==> config.mk <==
export PLATFORM = sky130hd
export DESIGN_NAME = pll_search
export DESIGN_NICKNAME = d
export VERILOG_FILES = /design/src/rtl/pll_search_pkg.sv /design/src/rtl/pll_search_div.sv /design/src/rtl/pll_search_pack.sv /design/src/rtl/pll_search.sv
export SDC_FILE = /design/constraint.sdc
export NUM_CORES = 2
export LEC_CHECK = 0
export BUFFER_PORTS_ARGS = -buffer_cell sky130_fd_sc_hd__buf_2
export CAP_MARGIN = 20
export CORE_MARGIN = 2
export CORE_UTILIZATION = 37
export CTS_CLUSTER_SIZE = 8
export DETAILED_ROUTE_END_ITERATION = 6
export GPL_ROUTABILITY_DRIVEN = 0
export PLACE_DENSITY_LB_ADDON = 0.1
export SYNTH_ARGS = -nofsm -noshare
export SYNTH_HDL_FRONTEND = slang
export SYNTH_HIERARCHICAL = 1
export SYNTH_SLANG_ARGS = --single-unit
==> constraint.sdc <==
create_clock -name clk -period 8.6 [get_ports clk]
set_input_delay 0.43 -clock clk [delete_from_list [all_inputs] [get_ports clk]]
set_output_delay 0.43 -clock clk [all_outputs]
set_load 0.02 [all_outputs]
==> src/rtl/pll_search_pkg.sv <==
package pll_search_pkg;

    // Sequencer states of the search engine
    typedef enum logic [3:0] {
        S_IDLE,
        S_SRC,
        S_LAUNCH,
        S_WAIT,
        S_MLOOP,
        S_NLOOP,
        S_ELOOP,
        S_CMP,
        S_FINISH
    } srch_state_t;

    // Which quotient the shared divider is producing
    typedef enum logic [2:0] {
        OP_MLO,
        OP_MHI,
        OP_FPFD,
        OP_NLO,
        OP_NHI,
        OP_LANE,
        OP_ROUND,
        OP_OUT
    } div_op_t;

endpackage

==> src/rtl/pll_search_div.sv <==
// Serial restoring divider, one quotient bit per cycle.
module pll_search_div #(
    parameter int DW = 33,
    localparam int CW = $clog2(DW + 1)
) (
    input  logic          clk,
    input  logic          rst_n,
    input  logic          start,
    input  logic [DW-1:0] num,
    input  logic [DW-1:0] den,
    output logic [DW-1:0] quo,
    output logic          done
);

    typedef struct packed {
        logic          busy;
        logic          done;
        logic [CW-1:0] cnt;
        logic [DW-1:0] quo;
        logic [DW-1:0] rem;
        logic [DW-1:0] den;
        logic [DW-1:0] num;
    } div_regs_t;

    div_regs_t r_q, r_d;
    logic [DW:0] shl;
    logic [DW:0] trial;

    always_comb begin
        r_d      = r_q;
        r_d.done = 1'b0;
        shl      = {r_q.rem, r_q.quo[DW-1]};
        trial    = shl - {1'b0, r_q.den};
        if (start) begin
            r_d.busy = 1'b1;
            r_d.quo  = num;
            r_d.num  = num;
            r_d.den  = den;
            r_d.rem  = '0;
            r_d.cnt  = CW'(DW);
        end else if (r_q.busy) begin
            if (!trial[DW]) begin
                r_d.rem = trial[DW-1:0];
                r_d.quo = {r_q.quo[DW-2:0], 1'b1};
            end else begin
                r_d.rem = shl[DW-1:0];
                r_d.quo = {r_q.quo[DW-2:0], 1'b0};
            end
            r_d.cnt = r_q.cnt - 1'b1;
            if (r_q.cnt == CW'(1)) begin
                r_d.busy = 1'b0;
                r_d.done = 1'b1;
            end
        end
    end

    always_ff @(posedge clk or negedge rst_n) begin
        if (!rst_n) begin
            r_q <= '0;
        end else begin
            r_q <= r_d;
        end
    end

    assign quo  = r_q.quo;
    assign done = r_q.done;

    // Quotient and remainder reconstruct the latched dividend (basis of R6)
    p_div_exact_r6: assert property (@(posedge clk) disable iff (!rst_n)
        r_q.done |-> (({{DW{1'b0}}, r_q.quo} * {{DW{1'b0}}, r_q.den}
                       + {{DW{1'b0}}, r_q.rem}) == {{DW{1'b0}}, r_q.num}));

endmodule

==> src/rtl/pll_search_pack.sv <==
// Packs the chosen settings into the PLL and divider control words.
module pll_search_pack #(
    parameter int FW = 32,
    parameter int SW = 2,
    parameter int MW = 4,
    parameter int NW = 7,
    parameter int EW = 2,
    localparam int B_SRC  = 1,
    localparam int B_CLKO = B_SRC + SW,
    localparam int B_N    = B_CLKO + 1,
    localparam int B_M    = B_N + NW,
    localparam int B_E    = B_M + MW,
    localparam int B_PDP  = B_E + EW,
    localparam int B_PDS  = B_PDP + 1,
    localparam int B_OCK  = B_PDS + 1,
    localparam int PLLW   = B_OCK + 1
) (
    input  logic            found,
    input  logic            dot,
    input  logic [SW-1:0]   src,
    input  logic [MW-1:0]   m,
    input  logic [NW-1:0]   n,
    input  logic [EW-1:0]   e,
    input  logic [FW-1:0]   div,
    output logic [PLLW-1:0] pll_word,
    output logic [FW+1:0]   div_word
);

    logic [NW-1:0] n_m1;
    logic [MW-1:0] m_m1;
    logic [EW-1:0] e_m1;
    logic [FW-1:0] d_m1;

    always_comb begin
        pll_word = '0;
        div_word = '0;
        n_m1     = n - 1'b1;
        m_m1     = m - 1'b1;
        e_m1     = e - 1'b1;
        d_m1     = div - 1'b1;
        if (found) begin
            pll_word[0]              = 1'b1;
            pll_word[B_SRC +: SW]    = src;
            pll_word[B_CLKO]         = 1'b1;
            pll_word[B_N +: NW]      = n_m1;
            pll_word[B_M +: MW]      = m_m1;
            if (e != '0) begin
                pll_word[B_E +: EW]  = e_m1;
                pll_word[B_PDP]      = 1'b1;
                pll_word[B_PDS]      = 1'b1;
            end
            pll_word[B_OCK]          = dot;
            if (div > FW'(1)) begin
                div_word[FW-1:0]     = d_m1;
                div_word[FW]         = 1'b1;
                div_word[FW+1]       = 1'b1;
            end
        end
    end

endmodule

==> src/rtl/pll_search.sv <==
module pll_search
    import pll_search_pkg::*;
#(
    parameter int          FW       = 32,
    parameter int          NSRC     = 3,
    parameter int          M_LIM    = 8,
    parameter int          N_LO     = 60,
    parameter int          N_HI     = 120,
    parameter int          E_TOP    = 3,
    parameter int          LANE     = 7,
    parameter int unsigned FIN_LO   = 12_000_000,
    parameter int unsigned FIN_HI   = 192_000_000,
    parameter int unsigned PFD_LO   = 12_000_000,
    parameter int unsigned PFD_HI   = 24_000_000,
    parameter int unsigned VCO_LO   = 900_000_000,
    parameter int unsigned VCO_HI   = 1_800_000_000,
    parameter int unsigned FOUT_CAP = 1_039_500_000,
    localparam int DW   = FW + 1,
    localparam int SW   = $clog2(NSRC + 1),
    localparam int MW   = $clog2(M_LIM + 2),
    localparam int NW   = $clog2(N_HI + 1),
    localparam int EW   = $clog2(E_TOP + 1),
    localparam int PLLW = 1 + SW + 1 + NW + MW + EW + 3
) (
    input  logic                      clk,
    input  logic                      rst_n,
    input  logic                      start,
    input  logic [FW-1:0]             target,
    input  logic                      dot_only,
    input  logic [NSRC-1:0][FW-1:0]   ref_rate,
    input  logic [NSRC-1:0]           ref_present,
    output logic                      busy,
    output logic                      done,
    output logic                      valid,
    output logic [MW-1:0]             res_m,
    output logic [NW-1:0]             res_n,
    output logic [EW-1:0]             res_e,
    output logic [FW-1:0]             res_div,
    output logic [SW-1:0]             res_src,
    output logic [FW-1:0]             res_err,
    output logic [PLLW-1:0]           pll_word,
    output logic [FW+1:0]             div_word
);

    typedef struct packed {
        srch_state_t   st;
        div_op_t       op;
        logic          busy;
        logic          done;
        logic          found;
        logic          dot;
        logic [FW-1:0] tgt;
        logic [SW-1:0] src;
        logic [FW-1:0] fin;
        logic [MW-1:0] m;
        logic [MW-1:0] m_max;
        logic [FW-1:0] fpfd;
        logic [NW-1:0] n;
        logic [NW-1:0] n_max;
        logic [FW-1:0] fvco;
        logic [EW-1:0] e;
        logic [FW-1:0] fout;
        logic [FW-1:0] div;
        logic [FW-1:0] ach;
        logic [MW-1:0] b_m;
        logic [NW-1:0] b_n;
        logic [EW-1:0] b_e;
        logic [FW-1:0] b_div;
        logic [SW-1:0] b_src;
        logic [FW-1:0] b_err;
        logic [DW-1:0] num;
        logic [DW-1:0] den;
    } srch_regs_t;

    srch_regs_t r_q, r_d;

    logic [DW-1:0]    dq;
    logic             d_done;
    logic [FW-1:0]    rate_sel;
    logic             pres_sel;
    logic [FW+NW-1:0] prod;
    logic [FW-1:0]    shifted;
    logic [FW-1:0]    diff;
    logic [DW-1:0]    half_tgt;
    logic [FW-1:0]    div_new;

    pll_search_div #(.DW(DW)) i_div (
        .clk   (clk),
        .rst_n (rst_n),
        .start (r_q.st == S_LAUNCH),
        .num   (r_q.num),
        .den   (r_q.den),
        .quo   (dq),
        .done  (d_done)
    );

    always_comb begin
        r_d      = r_q;
        r_d.done = 1'b0;

        rate_sel = '0;
        pres_sel = 1'b0;
        for (int i = 0; i < NSRC; i++) begin
            if (r_q.src == SW'(i)) begin
                rate_sel = ref_rate[i];
                pres_sel = ref_present[i];
            end
        end

        prod     = (FW+NW)'(r_q.fpfd) * (FW+NW)'(r_q.n);
        shifted  = r_q.fvco >> r_q.e;
        diff     = (r_q.ach >= r_q.tgt) ? (r_q.ach - r_q.tgt) : (r_q.tgt - r_q.ach);
        half_tgt = {1'b0, r_q.tgt >> 1};
        div_new  = (dq == '0) ? FW'(1) : dq[FW-1:0];

        case (r_q.st)
            S_IDLE: begin
                if (start) begin
                    r_d.busy  = 1'b1;
                    r_d.found = 1'b0;
                    r_d.tgt   = target;
                    r_d.dot   = dot_only;
                    r_d.src   = '0;
                    r_d.b_m   = '0;
                    r_d.b_n   = '0;
                    r_d.b_e   = '0;
                    r_d.b_div = '0;
                    r_d.b_src = '0;
                    r_d.b_err = '1;
                    r_d.st    = S_SRC;
                end
            end

            S_SRC: begin
                if (r_q.src >= SW'(NSRC)) begin
                    r_d.st = S_FINISH;
                end else if (!pres_sel || rate_sel < FW'(FIN_LO) || rate_sel > FW'(FIN_HI)) begin
                    r_d.src = r_q.src + 1'b1;
                end else begin
                    r_d.fin = rate_sel;
                    r_d.num = DW'(rate_sel) + DW'(PFD_HI) - DW'(1);
                    r_d.den = DW'(PFD_HI);
                    r_d.op  = OP_MLO;
                    r_d.st  = S_LAUNCH;
                end
            end

            S_LAUNCH: begin
                r_d.st = S_WAIT;
            end

            S_WAIT: begin
                if (d_done) begin
                    case (r_q.op)
                        OP_MLO: begin
                            r_d.m   = (dq == '0) ? MW'(1) : dq[MW-1:0];
                            r_d.num = {1'b0, r_q.fin};
                            r_d.den = DW'(PFD_LO);
                            r_d.op  = OP_MHI;
                            r_d.st  = S_LAUNCH;
                        end
                        OP_MHI: begin
                            r_d.m_max = (dq > DW'(M_LIM)) ? MW'(M_LIM) : dq[MW-1:0];
                            r_d.st    = S_MLOOP;
                        end
                        OP_FPFD: begin
                            r_d.fpfd = dq[FW-1:0];
                            r_d.num  = DW'(VCO_LO) + {1'b0, dq[FW-1:0]} - DW'(1);
                            r_d.den  = {1'b0, dq[FW-1:0]};
                            r_d.op   = OP_NLO;
                            r_d.st   = S_LAUNCH;
                        end
                        OP_NLO: begin
                            if (dq < DW'(N_LO)) begin
                                r_d.n = NW'(N_LO);
                            end else if (dq > DW'(N_HI)) begin
                                r_d.n = NW'(N_HI);
                            end else begin
                                r_d.n = dq[NW-1:0];
                            end
                            r_d.num = DW'(VCO_HI);
                            r_d.den = {1'b0, r_q.fpfd};
                            r_d.op  = OP_NHI;
                            r_d.st  = S_LAUNCH;
                        end
                        OP_NHI: begin
                            r_d.n_max = (dq > DW'(N_HI)) ? NW'(N_HI) : dq[NW-1:0];
                            r_d.st    = S_NLOOP;
                        end
                        OP_LANE: begin
                            r_d.fout = dq[FW-1:0];
                            r_d.num  = {1'b0, dq[FW-1:0]} + half_tgt;
                            r_d.den  = {1'b0, r_q.tgt};
                            r_d.op   = OP_ROUND;
                            r_d.st   = S_LAUNCH;
                        end
                        OP_ROUND: begin
                            r_d.div = div_new;
                            r_d.num = {1'b0, r_q.fout};
                            r_d.den = {1'b0, div_new};
                            r_d.op  = OP_OUT;
                            r_d.st  = S_LAUNCH;
                        end
                        OP_OUT: begin
                            r_d.ach = dq[FW-1:0];
                            r_d.st  = S_CMP;
                        end
                        default: r_d.st = S_FINISH;
                    endcase
                end
            end

            S_MLOOP: begin
                if (r_q.m > r_q.m_max) begin
                    r_d.src = r_q.src + 1'b1;
                    r_d.st  = S_SRC;
                end else begin
                    r_d.num = {1'b0, r_q.fin};
                    r_d.den = DW'(r_q.m);
                    r_d.op  = OP_FPFD;
                    r_d.st  = S_LAUNCH;
                end
            end

            S_NLOOP: begin
                if (r_q.n >= r_q.n_max) begin
                    r_d.m  = r_q.m + 1'b1;
                    r_d.st = S_MLOOP;
                end else begin
                    r_d.fvco = prod[FW-1:0];
                    r_d.e    = (prod > (FW+NW)'(FOUT_CAP)) ? EW'(1) : '0;
                    r_d.st   = S_ELOOP;
                end
            end

            S_ELOOP: begin
                if (r_q.e >= EW'(E_TOP)) begin
                    r_d.n  = r_q.n + 1'b1;
                    r_d.st = S_NLOOP;
                end else if (r_q.dot) begin
                    r_d.fout = shifted;
                    r_d.num  = {1'b0, shifted} + half_tgt;
                    r_d.den  = {1'b0, r_q.tgt};
                    r_d.op   = OP_ROUND;
                    r_d.st   = S_LAUNCH;
                end else begin
                    r_d.num  = {1'b0, shifted};
                    r_d.den  = DW'(LANE);
                    r_d.op   = OP_LANE;
                    r_d.st   = S_LAUNCH;
                end
            end

            S_CMP: begin
                r_d.e  = r_q.e + 1'b1;
                r_d.st = S_ELOOP;
                if (diff < r_q.b_err) begin
                    r_d.found = 1'b1;
                    r_d.b_m   = r_q.m;
                    r_d.b_n   = r_q.n;
                    r_d.b_e   = r_q.e;
                    r_d.b_div = r_q.div;
                    r_d.b_src = r_q.src;
                    r_d.b_err = diff;
                    if (diff == '0) begin
                        r_d.st = S_FINISH;
                    end
                end
            end

            S_FINISH: begin
                r_d.busy = 1'b0;
                r_d.done = 1'b1;
                r_d.st   = S_IDLE;
            end

            default: r_d.st = S_IDLE;
        endcase
    end

    always_ff @(posedge clk or negedge rst_n) begin
        if (!rst_n) begin
            r_q       <= '0;
            r_q.st    <= S_IDLE;
            r_q.op    <= OP_MLO;
            r_q.b_err <= '1;
        end else begin
            r_q <= r_d;
        end
    end

    pll_search_pack #(
        .FW(FW), .SW(SW), .MW(MW), .NW(NW), .EW(EW)
    ) i_pack (
        .found    (r_q.found),
        .dot      (r_q.dot),
        .src      (r_q.b_src),
        .m        (r_q.b_m),
        .n        (r_q.b_n),
        .e        (r_q.b_e),
        .div      (r_q.b_div),
        .pll_word (pll_word),
        .div_word (div_word)
    );

    assign busy    = r_q.busy;
    assign done    = r_q.done;
    assign valid   = r_q.found;
    assign res_m   = r_q.b_m;
    assign res_n   = r_q.b_n;
    assign res_e   = r_q.b_e;
    assign res_div = r_q.b_div;
    assign res_src = r_q.b_src;
    assign res_err = r_q.b_err;

    // an accepted start makes the engine busy on the next cycle
    p_start_busy_r12: assert property (@(posedge clk) disable iff (!rst_n)
        (start && !busy) |=> busy);

    // done comes out of a busy period with busy already low
    p_done_edge_r12: assert property (@(posedge clk) disable iff (!rst_n)
        done |-> (!busy && $past(busy)));

    // the best error never grows inside one search
    p_err_nonincr_r7: assert property (@(posedge clk) disable iff (!rst_n)
        (busy && $past(busy)) |-> (res_err <= $past(res_err)));

    // a reported M lies in the legal window
    p_m_bounds_r2: assert property (@(posedge clk) disable iff (!rst_n)
        (done && valid) |-> (res_m >= MW'(1) && res_m <= MW'(M_LIM)));

    // a reported N lies in the legal window
    p_n_bounds_r3: assert property (@(posedge clk) disable iff (!rst_n)
        (done && valid) |-> (res_n >= NW'(N_LO) && res_n < NW'(N_HI)));

    // a reported E stays below the exponent limit
    p_e_bounds_r4: assert property (@(posedge clk) disable iff (!rst_n)
        (done && valid) |-> (res_e < EW'(E_TOP)));

    // a search without candidates leaves empty words and a full error
    p_empty_r11: assert property (@(posedge clk) disable iff (!rst_n)
        (done && !valid) |-> (res_err == '1 && pll_word == '0 && div_word == '0));

endmodule

==> impl_metrics.toml <==
[synth]
syn_nets = 5879
avgSynthCellArea_sq_um = 8.44
ys_warn_count = 6
async_reset_ff_share_pct = 100
synth_edf_count = 0
synth_top_flop_cell = "dfrtp_1"
synth_area_leaders = "dfrtp_1 (27%), ha_1 (7.6%), fa_1 (6.9%), o21ai_0 (5.1%), nand2_1 (5.0%)"
synth-seq-cells = 512
synth_cell_types = 106
yosysTopAreaCell = "dfrtp_1"
synth_area_sq_um = 44900
synthDominantCellAreaShare_pct = 26.8
ys_seq_area_share_pct = 28.6
syn-instance-count = 5317

[drt]
wl_per_cell_um = 24.9
dr_total_vias = 40300
drc = 5
drt_iter0_drc = 3540
first_pass_iters = 7
viasPerCell = 5.77
ant_nets = 0
routed_wl_um = 174000

[clocking]
cts_setup_buffers = 0
cts_num_sinks = 512
root_buffer = "clkbuf_16"
cts_tree = "done"
cts-buffers-inserted = 77
ctsHoldBuffers = 3
clk_pin_slew_ns = 0.05
cts_resized = 0
clock_path_buffers = 3
ctsHtreeMaxLevel = 3
insertion_delay_ns = 0.66

[pwr]
worst_ir_drop_vdd_mv = 0.211
p_switching_uw = 8020
power_density_nw_per_um2 = 329
internal_power_uw = 8190
power_uw = 16200
p_clk_share_pct = 18.0
seqPwrFrac_pct = 23.1
p_leak_uw = 0.0229
switching_share_pct = 49.5
p_comb_share_pct = 58.9

[status]
status = "complete, but fails checks"
violations = "DRC"

[critical_path]
endpoint_kind = "register"
path_class = "register to register"
cp.arrival_ns = 7.72
cp-start-kind = "register"
required_ns = 9.09
path_max_fanout = 22

[floorplanning]
dieWidth_um = 352
die_area_sq_um = 124000
initial_core_util_pct = 37.4
die_h_um = 352
io_pins = 271
core_area_sq_um = 120000
num_rows = 127

[timing]
fin_worst_skew_ns = 0.0388
fmax_mhz = 138
report.final.slew_viol_count = 0
fin_setup_tns_ns = 0
grt_setup_unrepaired = "no"
finalCriticalPeriod_ns = 7.23
maxSlewHeadroom_pct = 20.9
fin_crit_sh_pct = 84.1
setup_viol = 0
worst_pin_slew_ns = 1.19
finalHoldViolCount = 0

[place]
dp_hpwl_um = 131000
io_buffers = 270

[grt]
grt_remaining_overflow = 0
grt_pass1_wl_um = 261000
antenna_found_initial = 13
grt_pass1_vias = 39000
gr-usage-all-layers_pct = 27.5
grt_max_degree = 146

[cells_and_area]
finish.utilization_pct = 41.1
drive_gt1_share_pct = 13.5
final_nets = 5908
syn_to_final_growth_pct = 9.91

[min_path]
hp-class = "primary input to register"

[flow_run]
maxCapViolCount = 0
-- final timing paths --
path                                                 end  cells past startpoint  slack [ns]            startpoint
worst min-delay path             half_tgt[4]$_DFFE_PN0P_                      2        0.04             target[5]
worst max register to register      r_q[241]$_DFFE_PN0P_                     21        1.37  r_q[285]$_DFFE_PN0P_
max in group asynchronous       i_div/r_q[139]$_DFF_PN0_                      4        6.06                 rst_n
min in group asynchronous           r_q[301]$_DFFE_PN0P_                      2        0.45                 rst_n
worst max-delay path                r_q[241]$_DFFE_PN0P_                     21        1.37  r_q[285]$_DFFE_PN0P_
worst min register to register       r_q[52]$_DFFE_PN0P_                      2        0.48   r_q[52]$_DFFE_PN0P_
-- per-stage QoR --
| step | hold slack (ns) | cell area, sq um | setup WS [ns] | std cells |
|---|---|---|---|---|
| finish | 0.0361 | 49300 | 1.37 | 6987 |
| global route | 0.0149 | 49300 | 0.997 | 6985 |
| CTS | 0.000417 | 49300 | 1.37 | 6982 |
| detailed placement | 0.469 | 47000 | 1.40 | 6875 |
| global placement | 0.460 | 47000 | 1.57 | 6874 |
| floorplan | 0.134 | 44900 | 2.32 | 5317 |
-- power groups by stage --
stage	Sequential [uW]	Combinational [uW]	Clock, uW
2_1_floorplan	3430	6680	0
4_1_cts	3730	9440	2990
6_report	3740	9550	2920
3_5_place_dp	3770	9390	0
5_1_grt	3800	10400	3090
3_3_place_gp	3760	9390	0
-- layout by cell type, fill, tap and decap left out, types with 68 or more instances in the layout --
master     instances
a31oi_1           96
buf_2            270
a21o_1           100
fa_1             154
a21oi_1          350
inv_1            339
nand2_1          596
o21ai_0          454
clkbuf_16         79
and2_1           210
nor2_1           318
dfrtp_1          475
a211oi_1          68
nor3_1            92
mux2i_1          145
mux2_2           123
ha_1             271
xnor2_1          108
nand3_1           81
xor2_1            93
buf_4            111
-- metal layers --
| layer | track usage, % | routed length (um) | share of wire (%) | vias to the layer above |
|---|---|---|---|---|
| met1 | 38.5 | 78200 | 45 | 20000 |
| met4 | 10.9 | 7410 | 4.3 | 4 |
| met5 | 0 | 29 | 0.017 | - |
| li1 | - | - | - | 18600 |
| met2 | 42.4 | 76800 | 44 | 1415 |
| met3 | 4.11 | 11500 | 6.6 | 295 |
-- cell families after synthesis --
| kind of cell | after synthesis | synth area share [%] |
|---|---|---|
| compound gates | 1473 | 20.8 |
| xor+xnor | 202 | 3.98 |
| fa+ha+maj | 427 | 14.5 |
| buf+inv | 778 | 7.78 |
| flops | 512 | 28.6 |
| mux | 269 | 6.35 |
| other cells | 1 | 0.00836 |
| simple gates | 1655 | 18.0 |
-- synth_stat cells, drive strengths merged (28+ instances only) --
cell type	instances
inv	340
a31oi	98
o21bai	31
a211oi	70
nand3	84
mux2	124
nand2	598
nor2	326
o21ai	466
o31ai	32
xnor2	109
a21oi	360
nand4	50
nor3	97
or3	28
nor2b	54
o211ai	28
dfstp	32
a221oi	54
ha	273
o21a	29
nand2b	44
and2	210
clkbuf	260
mux2i	145
xor2	93
a21o	102
nand3b	40
buf	177
fa	154
dfrtp	480
-- registers in the layout, indices dropped and copies added (netlist names), 2 cells and up --
| signal | cells |
|---|---|
| i_div/r_q | 73 |
| r_q | 292 |
| res_m | 4 |
| i_div/quo | 33 |
| half_tgt | 31 |
| res_div | 32 |
| res_err | 32 |
| res_src | 2 |
| res_e | 2 |
| res_n | 7 |
-- area by class of cell --
cell class                      instances  area, sq um
Clock inverter                          6         91.3
Clock buffer                           98         2120
Fill cell                           12300        70800
Inverter                              341         1280
Antenna cell                            4         10.0
Timing Repair Buffer                  387         2280
Sequential cell                       512        12900
Multi-Input combinational cell       4027        28700
Tap cell                             1612         2020
-- critical path: stages, from the launching register on --
cell	delay [ns]
dfrtp_1	0.75
buf_4	0.39
and2_1	0.20
fa_1	0.40
ha_1	0.30
inv_1	0.05
fa_1	0.50
fa_1	0.54
inv_1	0.05
ha_1	0.25
a211oi_1	0.49
nor4_1	0.11
a2111oi_0	0.68
nor3_1	0.09
or3_1	0.40
a31oi_1	0.47
o31ai_1	0.23
a211oi_1	0.20
o211ai_1	0.13
or4b_1	0.53
nor3_1	0.19
a32oi_1	0.11
Power figures use the tool's default switching activity.
